File: src/rtl/tagdir_pkg.sv
package tagdir_pkg;

    typedef enum logic [3:0] {
        OP_ACCESS   = 4'd0,
        OP_AVAIL    = 4'd1,
        OP_ALLOC    = 4'd2,
        OP_DEALLOC  = 4'd3,
        OP_PROBE    = 4'd4,
        OP_TOUCH    = 4'd5,
        OP_SETPERM  = 4'd6,
        OP_LOCKSET  = 4'd7,
        OP_LOCKCLR  = 4'd8,
        OP_LOCKTEST = 4'd9
    } op_e;

    typedef enum logic [1:0] {
        PERM_NP  = 2'd0,
        PERM_INV = 2'd1,
        PERM_RO  = 2'd2,
        PERM_RW  = 2'd3
    } perm_e;

    typedef enum logic [1:0] {
        RQ_LOAD   = 2'd0,
        RQ_IFETCH = 2'd1,
        RQ_STORE  = 2'd2,
        RQ_ATOMIC = 2'd3
    } rqt_e;

    // read-only lines serve loads and fetches, read-write lines serve all
    function automatic logic perm_grants(input logic [1:0] p, input logic [1:0] t);
        return (p == PERM_RW) ||
               ((p == PERM_RO) && ((t == RQ_LOAD) || (t == RQ_IFETCH)));
    endfunction

endpackage

File: src/rtl/tagdir_match.sv
module tagdir_match #(
    parameter int WAYS  = 4,
    parameter int LA_W  = 26,
    parameter int WAY_W = 2
) (
    input  logic [WAYS-1:0]           row_vld,
    input  logic [WAYS-1:0][1:0]      row_perm,
    input  logic [WAYS-1:0][LA_W-1:0] row_tag,
    input  logic [LA_W-1:0]           line,
    output logic                      hit,
    output logic [WAY_W-1:0]          hit_way,
    output logic                      avail,
    output logic                      free_any,
    output logic [WAY_W-1:0]          free_way
);
    import tagdir_pkg::*;

    logic [WAYS-1:0] tag_eq;
    logic [WAYS-1:0] live;
    logic [WAYS-1:0] free;

    always_comb begin
        for (int w = 0; w < WAYS; w++) begin
            tag_eq[w] = row_vld[w] && (row_tag[w] == line);
            live[w]   = tag_eq[w] && (row_perm[w] != PERM_NP);
            free[w]   = !row_vld[w] || (row_perm[w] == PERM_NP);
        end
    end

    // lowest index wins: scan downward so the last assignment is the lowest
    always_comb begin
        hit_way  = '0;
        free_way = '0;
        for (int w = WAYS - 1; w >= 0; w--) begin
            if (live[w]) hit_way  = WAY_W'(w);
            if (free[w]) free_way = WAY_W'(w);
        end
    end

    assign hit      = |live;
    assign free_any = |free;
    assign avail    = (|tag_eq) || free_any;

endmodule

File: src/rtl/tagdir_lru.sv
module tagdir_lru #(
    parameter int NUM_SETS = 4,
    parameter int WAYS     = 4,
    parameter int SET_W    = 2,
    parameter int WAY_W    = 2
) (
    input  logic             clk,
    input  logic             rst_n,
    input  logic             touch_en,
    input  logic [SET_W-1:0] touch_set,
    input  logic [WAY_W-1:0] touch_way,
    input  logic [SET_W-1:0] query_set,
    output logic [WAY_W-1:0] victim_way
);
    // age 0 is most recent, WAYS-1 is least recent; ages of a set form a permutation
    logic [NUM_SETS-1:0][WAYS-1:0][WAY_W-1:0] age_d, age_q;
    logic [WAY_W-1:0] cur_age;

    assign cur_age = age_q[touch_set][touch_way];

    always_comb begin
        age_d = age_q;
        if (touch_en) begin
            for (int w = 0; w < WAYS; w++) begin
                if (age_q[touch_set][w] < cur_age)
                    age_d[touch_set][w] = age_q[touch_set][w] + 1'b1;
            end
            age_d[touch_set][touch_way] = '0;
        end
    end

    always_ff @(posedge clk or negedge rst_n) begin
        if (!rst_n) begin
            for (int s = 0; s < NUM_SETS; s++)
                for (int w = 0; w < WAYS; w++)
                    age_q[s][w] <= WAY_W'(w);
        end else begin
            age_q <= age_d;
        end
    end

    always_comb begin
        victim_way = '0;
        for (int w = 0; w < WAYS; w++) begin
            if (age_q[query_set][w] == WAY_W'(WAYS - 1))
                victim_way = WAY_W'(w);
        end
    end

endmodule

File: src/rtl/tagdir_top.sv
module tagdir_top #(
    parameter int ADDR_W      = 32,
    parameter int CACHE_BYTES = 1024,
    parameter int WAYS        = 4,
    parameter int LINE_BYTES  = 64,
    parameter int START_BIT   = 6,
    parameter int CTX_W       = 4,
    localparam int WAY_W      = $clog2(WAYS)
) (
    input  logic              clk,
    input  logic              rst_n,
    input  logic              req_valid,
    output logic              req_ready,
    input  logic [3:0]        req_op,
    input  logic [ADDR_W-1:0] req_addr,
    input  logic [1:0]        req_type,
    input  logic [1:0]        req_perm,
    input  logic [CTX_W-1:0]  req_ctx,
    output logic              rsp_valid,
    output logic              rsp_hit,
    output logic              rsp_ok,
    output logic              rsp_err,
    output logic [WAY_W-1:0]  rsp_way,
    output logic [ADDR_W-1:0] rsp_addr
);
    import tagdir_pkg::*;

    localparam int NUM_SETS = CACHE_BYTES / WAYS / LINE_BYTES;
    localparam int SET_W    = $clog2(NUM_SETS);
    localparam int OFF_W    = $clog2(LINE_BYTES);
    localparam int LA_W     = ADDR_W - OFF_W;

    typedef struct packed {
        logic [NUM_SETS-1:0][WAYS-1:0]            vld;
        logic [NUM_SETS-1:0][WAYS-1:0][1:0]       perm;
        logic [NUM_SETS-1:0][WAYS-1:0][LA_W-1:0]  tag;
        logic [NUM_SETS-1:0][WAYS-1:0]            lkv;
        logic [NUM_SETS-1:0][WAYS-1:0][CTX_W-1:0] lko;
        logic                                     rdy;
        logic                                     rv;
        logic                                     hit;
        logic                                     ok;
        logic                                     err;
        logic [WAY_W-1:0]                         way;
        logic [ADDR_W-1:0]                        addr;
    } state_t;

    state_t st_d, st_q;

    logic [SET_W-1:0]          set_idx;
    logic [LA_W-1:0]           line;
    logic                      unused_low;
    logic [WAYS-1:0]           row_vld;
    logic [WAYS-1:0][1:0]      row_perm;
    logic [WAYS-1:0][LA_W-1:0] row_tag;
    logic                      m_hit, m_avail, m_free_any;
    logic [WAY_W-1:0]          m_way, m_free_way, victim;
    logic                      touch_en;
    logic [WAY_W-1:0]          touch_way;
    logic                      accept;
    op_e                       op;

    assign set_idx    = req_addr[START_BIT +: SET_W];
    assign line       = req_addr[ADDR_W-1:OFF_W];
    assign unused_low = ^req_addr[OFF_W-1:0];
    assign row_vld    = st_q.vld[set_idx];
    assign row_perm   = st_q.perm[set_idx];
    assign row_tag    = st_q.tag[set_idx];
    assign accept     = req_valid && st_q.rdy;
    assign op         = op_e'(req_op);

    tagdir_match #(
        .WAYS (WAYS),
        .LA_W (LA_W),
        .WAY_W(WAY_W)
    ) u_match (
        .row_vld (row_vld),
        .row_perm(row_perm),
        .row_tag (row_tag),
        .line    (line),
        .hit     (m_hit),
        .hit_way (m_way),
        .avail   (m_avail),
        .free_any(m_free_any),
        .free_way(m_free_way)
    );

    tagdir_lru #(
        .NUM_SETS(NUM_SETS),
        .WAYS    (WAYS),
        .SET_W   (SET_W),
        .WAY_W   (WAY_W)
    ) u_lru (
        .clk       (clk),
        .rst_n     (rst_n),
        .touch_en  (touch_en),
        .touch_set (set_idx),
        .touch_way (touch_way),
        .query_set (set_idx),
        .victim_way(victim)
    );

    always_comb begin
        st_d      = st_q;
        st_d.rdy  = 1'b1;
        st_d.rv   = accept;
        touch_en  = 1'b0;
        touch_way = m_way;
        if (accept) begin
            st_d.hit  = m_hit;
            st_d.ok   = 1'b0;
            st_d.err  = 1'b0;
            st_d.way  = m_way;
            st_d.addr = '0;
            case (op)
                OP_ACCESS: begin
                    st_d.ok  = m_hit && perm_grants(row_perm[m_way], req_type);
                    touch_en = m_hit;
                end
                OP_AVAIL: begin
                    st_d.ok = m_avail;
                end
                OP_ALLOC: begin
                    if (m_hit || !m_free_any) begin
                        st_d.err = 1'b1;
                    end else begin
                        st_d.vld[set_idx][m_free_way]  = 1'b1;
                        st_d.tag[set_idx][m_free_way]  = line;
                        st_d.perm[set_idx][m_free_way] = PERM_INV;
                        st_d.lkv[set_idx][m_free_way]  = 1'b0;
                        st_d.lko[set_idx][m_free_way]  = '0;
                        st_d.ok                        = 1'b1;
                        st_d.way                       = m_free_way;
                        touch_en                       = 1'b1;
                        touch_way                      = m_free_way;
                    end
                end
                OP_DEALLOC: begin
                    if (m_hit) begin
                        st_d.vld[set_idx][m_way]  = 1'b0;
                        st_d.perm[set_idx][m_way] = PERM_NP;
                        st_d.lkv[set_idx][m_way]  = 1'b0;
                        st_d.ok                   = 1'b1;
                    end else begin
                        st_d.err = 1'b1;
                    end
                end
                OP_PROBE: begin
                    st_d.way  = victim;
                    st_d.addr = {row_tag[victim], {OFF_W{1'b0}}};
                    st_d.ok   = !m_avail;
                    st_d.err  = m_avail;
                end
                OP_TOUCH: begin
                    st_d.ok  = m_hit;
                    touch_en = m_hit;
                end
                OP_SETPERM: begin
                    if (m_hit) begin
                        st_d.perm[set_idx][m_way] = req_perm;
                        st_d.ok                   = 1'b1;
                    end else begin
                        st_d.err = 1'b1;
                    end
                end
                OP_LOCKSET: begin
                    if (m_hit) begin
                        st_d.lkv[set_idx][m_way] = 1'b1;
                        st_d.lko[set_idx][m_way] = req_ctx;
                        st_d.ok                  = 1'b1;
                    end else begin
                        st_d.err = 1'b1;
                    end
                end
                OP_LOCKCLR: begin
                    if (m_hit) begin
                        st_d.lkv[set_idx][m_way] = 1'b0;
                        st_d.ok                  = 1'b1;
                    end else begin
                        st_d.err = 1'b1;
                    end
                end
                OP_LOCKTEST: begin
                    if (m_hit) begin
                        st_d.ok = st_q.lkv[set_idx][m_way] &&
                                  (st_q.lko[set_idx][m_way] == req_ctx);
                    end else begin
                        st_d.err = 1'b1;
                    end
                end
                default: begin
                    st_d.err = 1'b1;
                end
            endcase
        end
    end

    always_ff @(posedge clk or negedge rst_n) begin
        if (!rst_n) begin
            st_q <= '0;
        end else begin
            st_q <= st_d;
        end
    end

    assign req_ready = st_q.rdy;
    assign rsp_valid = st_q.rv;
    assign rsp_hit   = st_q.hit;
    assign rsp_ok    = st_q.ok;
    assign rsp_err   = st_q.err;
    assign rsp_way   = st_q.way;
    assign rsp_addr  = st_q.addr;

endmodule

File: config.mk
export PLATFORM = sky130hd
export DESIGN_NAME = tagdir_top
export DESIGN_NICKNAME = d
export VERILOG_FILES = /design/src/rtl/tagdir_pkg.sv /design/src/rtl/tagdir_match.sv /design/src/rtl/tagdir_lru.sv /design/src/rtl/tagdir_top.sv
export SDC_FILE = /design/constraint.sdc
export NUM_CORES = 1
export LEC_CHECK = 0
export ABC_AREA = 1
export BUFFER_PORTS_ARGS = -buffer_cell sky130_fd_sc_hd__buf_2
export CORE_MARGIN = 4
export CORE_UTILIZATION = 47
export CTS_CLUSTER_SIZE = 10
export DETAILED_ROUTE_END_ITERATION = 12
export PLACE_DENSITY_LB_ADDON = 0.2
export SYNTH_ARGS = -nofsm -noshare
export SYNTH_HDL_FRONTEND = slang
export SYNTH_SLANG_ARGS = --single-unit
File: constraint.sdc
create_clock -name clk -period 3.1 [get_ports clk]
set_input_delay 0.62 -clock clk [delete_from_list [all_inputs] [get_ports clk]]
set_output_delay 0.62 -clock clk [all_outputs]
set_load 0.03 [all_outputs]
==> impl_metrics.env <==
export IMPL_status="complete, but fails checks"
export IMPL_failed_checks="negative setup slack"
export IMPL_async_flop_share=1.00
export IMPL_synth_main_ff_cell="dfrtp_1"
export IMPL_leakage_nw=22.7
export IMPL_yosysTopAreaCellShare=0.459
export IMPL_worst_pin_slew_ns=0.632
export IMPL_port_buffers=72
export IMPL_area_growth_syn_to_layout_pct=37.0
export IMPL_fin_skew_ns=0.0259
export IMPL_post_place_ws_ns=-1.28
export IMPL_route_met2_wl_um=57200
export IMPL_critPathArrivalTime_ns=4.04
export IMPL_drtAntennaViolNets=0
export IMPL_top_layer_used="met4"
export IMPL_layoutNonFillerInstCount=6050
export IMPL_final_core_util=0.655
export IMPL_die_x_um=270
export IMPL_antenna_found_initial=1
export IMPL_cts_root_buf="clkbuf_16"
export IMPL_slew_headroom=0.579
export IMPL_drt_initial_drc_count=4484
export IMPL_wl_um=134000
export IMPL_design_area_um2=44300
export IMPL_routedWlPerCell_um=22.1
export IMPL_nNetsFinal=5204
export IMPL_cts_htree_levels=3
export IMPL_rrSetupSlack_ns=-0.30
export IMPL_timing_final_crit_period_ns=3.53
export IMPL_avgSynthCellArea_um2=7.26
export IMPL_clkSinkCount=609
export IMPL_initial_core_util=0.478
export IMPL_cp_required_ns=3.61
export IMPL_core_um2=67600
export IMPL_synth_most_common_cell="nand2_1"
export IMPL_ys_seq_area_frac=0.472
export IMPL_grt_max_degree=112
export IMPL_gp_congestion=1.06
export IMPL_die_area_um2=73000
export IMPL_wl_met1_um=56800
export IMPL_rsz0062_at_grt="true"
export IMPL_max_vdd_ir_drop_mv=0.376
export IMPL_power_density_nw_per_um2=450
export IMPL_hold_class="input pin to flop"
export IMPL_cts_made_buffers=74
export IMPL_first_pass_iters=6
export IMPL_maxSlewViolCount=0
export IMPL_clk_latency_ns=0.63
export IMPL_whs_ns=0.394
export IMPL_wl_met3_um=14100
export IMPL_clk_pin_slew_worst_paths_ns=0.06
export IMPL_max_cap_violations=0
export IMPL_place_inst=5885
export IMPL_crit_path_end="u_lru.age_q[27]"
export IMPL_via_count=34900
export IMPL_cts_tree="done"
export IMPL_final_period_utilization=1.14
export IMPL_die_h_um=270
export IMPL_synthTopCellsByArea="dfrtp_1 46%, nand2_1 20%, o21ai_0 6.6%"
export IMPL_reg2reg_depth=27
export IMPL_fin_tns_setup_ns=-92.27
export IMPL_detailed_place_area_um2=39600
export IMPL_ys_ff_latch=609
export IMPL_synth_commonest_cells="1,737 x nand2_1, 593 x dfrtp_1, 427 x o21ai_0"
export IMPL_via_per_inst=5.77
export IMPL_setup_viol=561
export IMPL_cts_path_max_buffers=3
export IMPL_grt_pass1_wl_um=202000
export IMPL_crit_start="req_addr[6]"
export IMPL_r2r_start="st_q[422]"
export IMPL_syn_inst=4454
export IMPL_setup_ws_ns=-0.427
export IMPL_path_max_fanout=8
export IMPL_rows=95
export IMPL_dp_hpwl_um=94200
export IMPL_num_antenna_cells=0
export IMPL_io_pins=86
export IMPL_yosysWarnings=0
export IMPL_synth_edff_count=0
export IMPL_worst_setup_path_type="input pin to flop"
export IMPL_grt_overflow=0
export IMPL_synth_distinct_cells=54
export IMPL_drive_gt1_frac=0.286
export IMPL_worst_setup_path_start_kind="input pin"
export IMPL_timing_rr_end="u_lru.age_q[27]"
export IMPL_grt_pass1_vias=32800
export IMPL_end_kind="flop"
export IMPL_hold_violations=0
export IMPL_total_power_mw=19.9
export IMPL_synth_area_leader_cell="dfrtp_1"
export IMPL_drc=0
export IMPL_grt_total_usage=0.356
export IMPL_max_freq_ghz=0.284
export IMPL_synth_cell_area_um2=32300
registers in the layout, summed over array words and instances (netlist names):
name,cells
rsp_err,1
rsp_hit,1
rsp_addr,26
st_q,544
u_lru.age_q,32
rsp_ok,1
rsp_way,2
req_ready,1
rsp_valid,1
layout make-up:
type,instances,area [um2]
Inverter,354,1430
Timing Repair Buffer,898,8080
Tap cell,873,1090
Clock inverter,9,115
Multi-Input combinational cell,3209,16200
Timing Repair inverter,4,47.5
Sequential cell,609,15300
Fill cell,5778,23300
Clock buffer,94,2040
cell usage in the layout, fill, tap and decap left out, types with 7 or more instances in the layout:
cell / count
a21oi_1: 80
a21oi_2: 12
a221oi_1: 10
a22o_1: 23
a22oi_1: 13
a22oi_2: 11
a31oi_1: 7
buf_12: 83
buf_16: 9
buf_2: 69
buf_4: 696
buf_6: 24
buf_8: 8
clkbuf_1: 11
clkbuf_16: 82
clkbuf_8: 8
clkinv_1: 10
clkinv_2: 7
conb_1: 7
dfrtp_1: 593
dfstp_2: 16
inv_1: 300
inv_2: 26
inv_4: 8
nand2_1: 1511
nand2_2: 199
nand2_4: 27
nand3_1: 147
nand3_2: 51
nand3_4: 18
nand4_1: 59
nor2_1: 143
nor2_2: 28
nor2_4: 33
nor3_1: 8
o21ai_0: 389
o21ai_1: 213
o221ai_2: 8
o22ai_1: 122
or2_2: 11
worst max-delay path, stage by stage:
cell and delay [ns]:
clkbuf_16 0.21, bufbuf_16 0.30, buf_6 0.13, nand2_1 0.08
nand2_1 0.10, nand2_1 0.09, nand3_1 0.13, nand2_2 0.11
nand2_1 0.09, nor2_2 0.04, nand2_1 0.11, nor2_4 0.06
nand3_4 0.09, nand2_4 0.08, nor2_4 0.14, nand3_4 0.08
o21ai_4 0.27, buf_6 0.15, nor2_4 0.03, a221oi_4 0.29
buf_12 0.17, ha_4 0.23, nand2_8 0.10, nand4_1 0.11
nand3_1 0.13, nand2_1 0.06
routing by layer:
metal / track usage / up-vias
met2: 0.527 / 1988
met4: 0.126 / 0
met5: 0 / -
li1: - / 15900
met1: 0.518 / 16700
met3: 0.0783 / 358
repair_timing:
item	CTS	global route
gates cloned	11	5
hold endpoints to repair	37	0
gates resized for setup	243	291
setup buffers	34	20
endpoints found under the setup margin	580	596
hold buffers	1	0
pin swaps	35	121
cells by family after synthesis:
group | count (synthesis) | synth area share
AOI/OAI and AO/OA | 935 | 0.161
xor gates and xnor gates | 1 | 0.000271
adders and majority gates | 7 | 0.00271
buffers and inverters | 641 | 0.0825
DFF | 609 | 0.472
other | 2 | 0.000232
and+or+nand+nor | 2259 | 0.281
power breakdown:
group	total (mW)	switching, mW	internal, mW
clock network	8.11	3.44	4.67
logic	3.32	2.01	1.31
registers	8.51	0.207	8.30
total	19.9	5.66	14.3
worst min-delay path by stage:
stage,cells past startpoint,startpoint,slack (ns),endpoint
after floorplan,0,rst_n,0.32,req_ready
after global placement,2,st_q[406],0.43,st_q[406]
after detailed placement,2,st_q[223],0.44,st_q[223]
after CTS,4,req_addr[27],0.35,st_q[400]
after global routing,4,req_addr[21],0.40,st_q[394]
final,4,req_addr[21],0.39,st_q[394]
(Power assumes the default switching activity.)
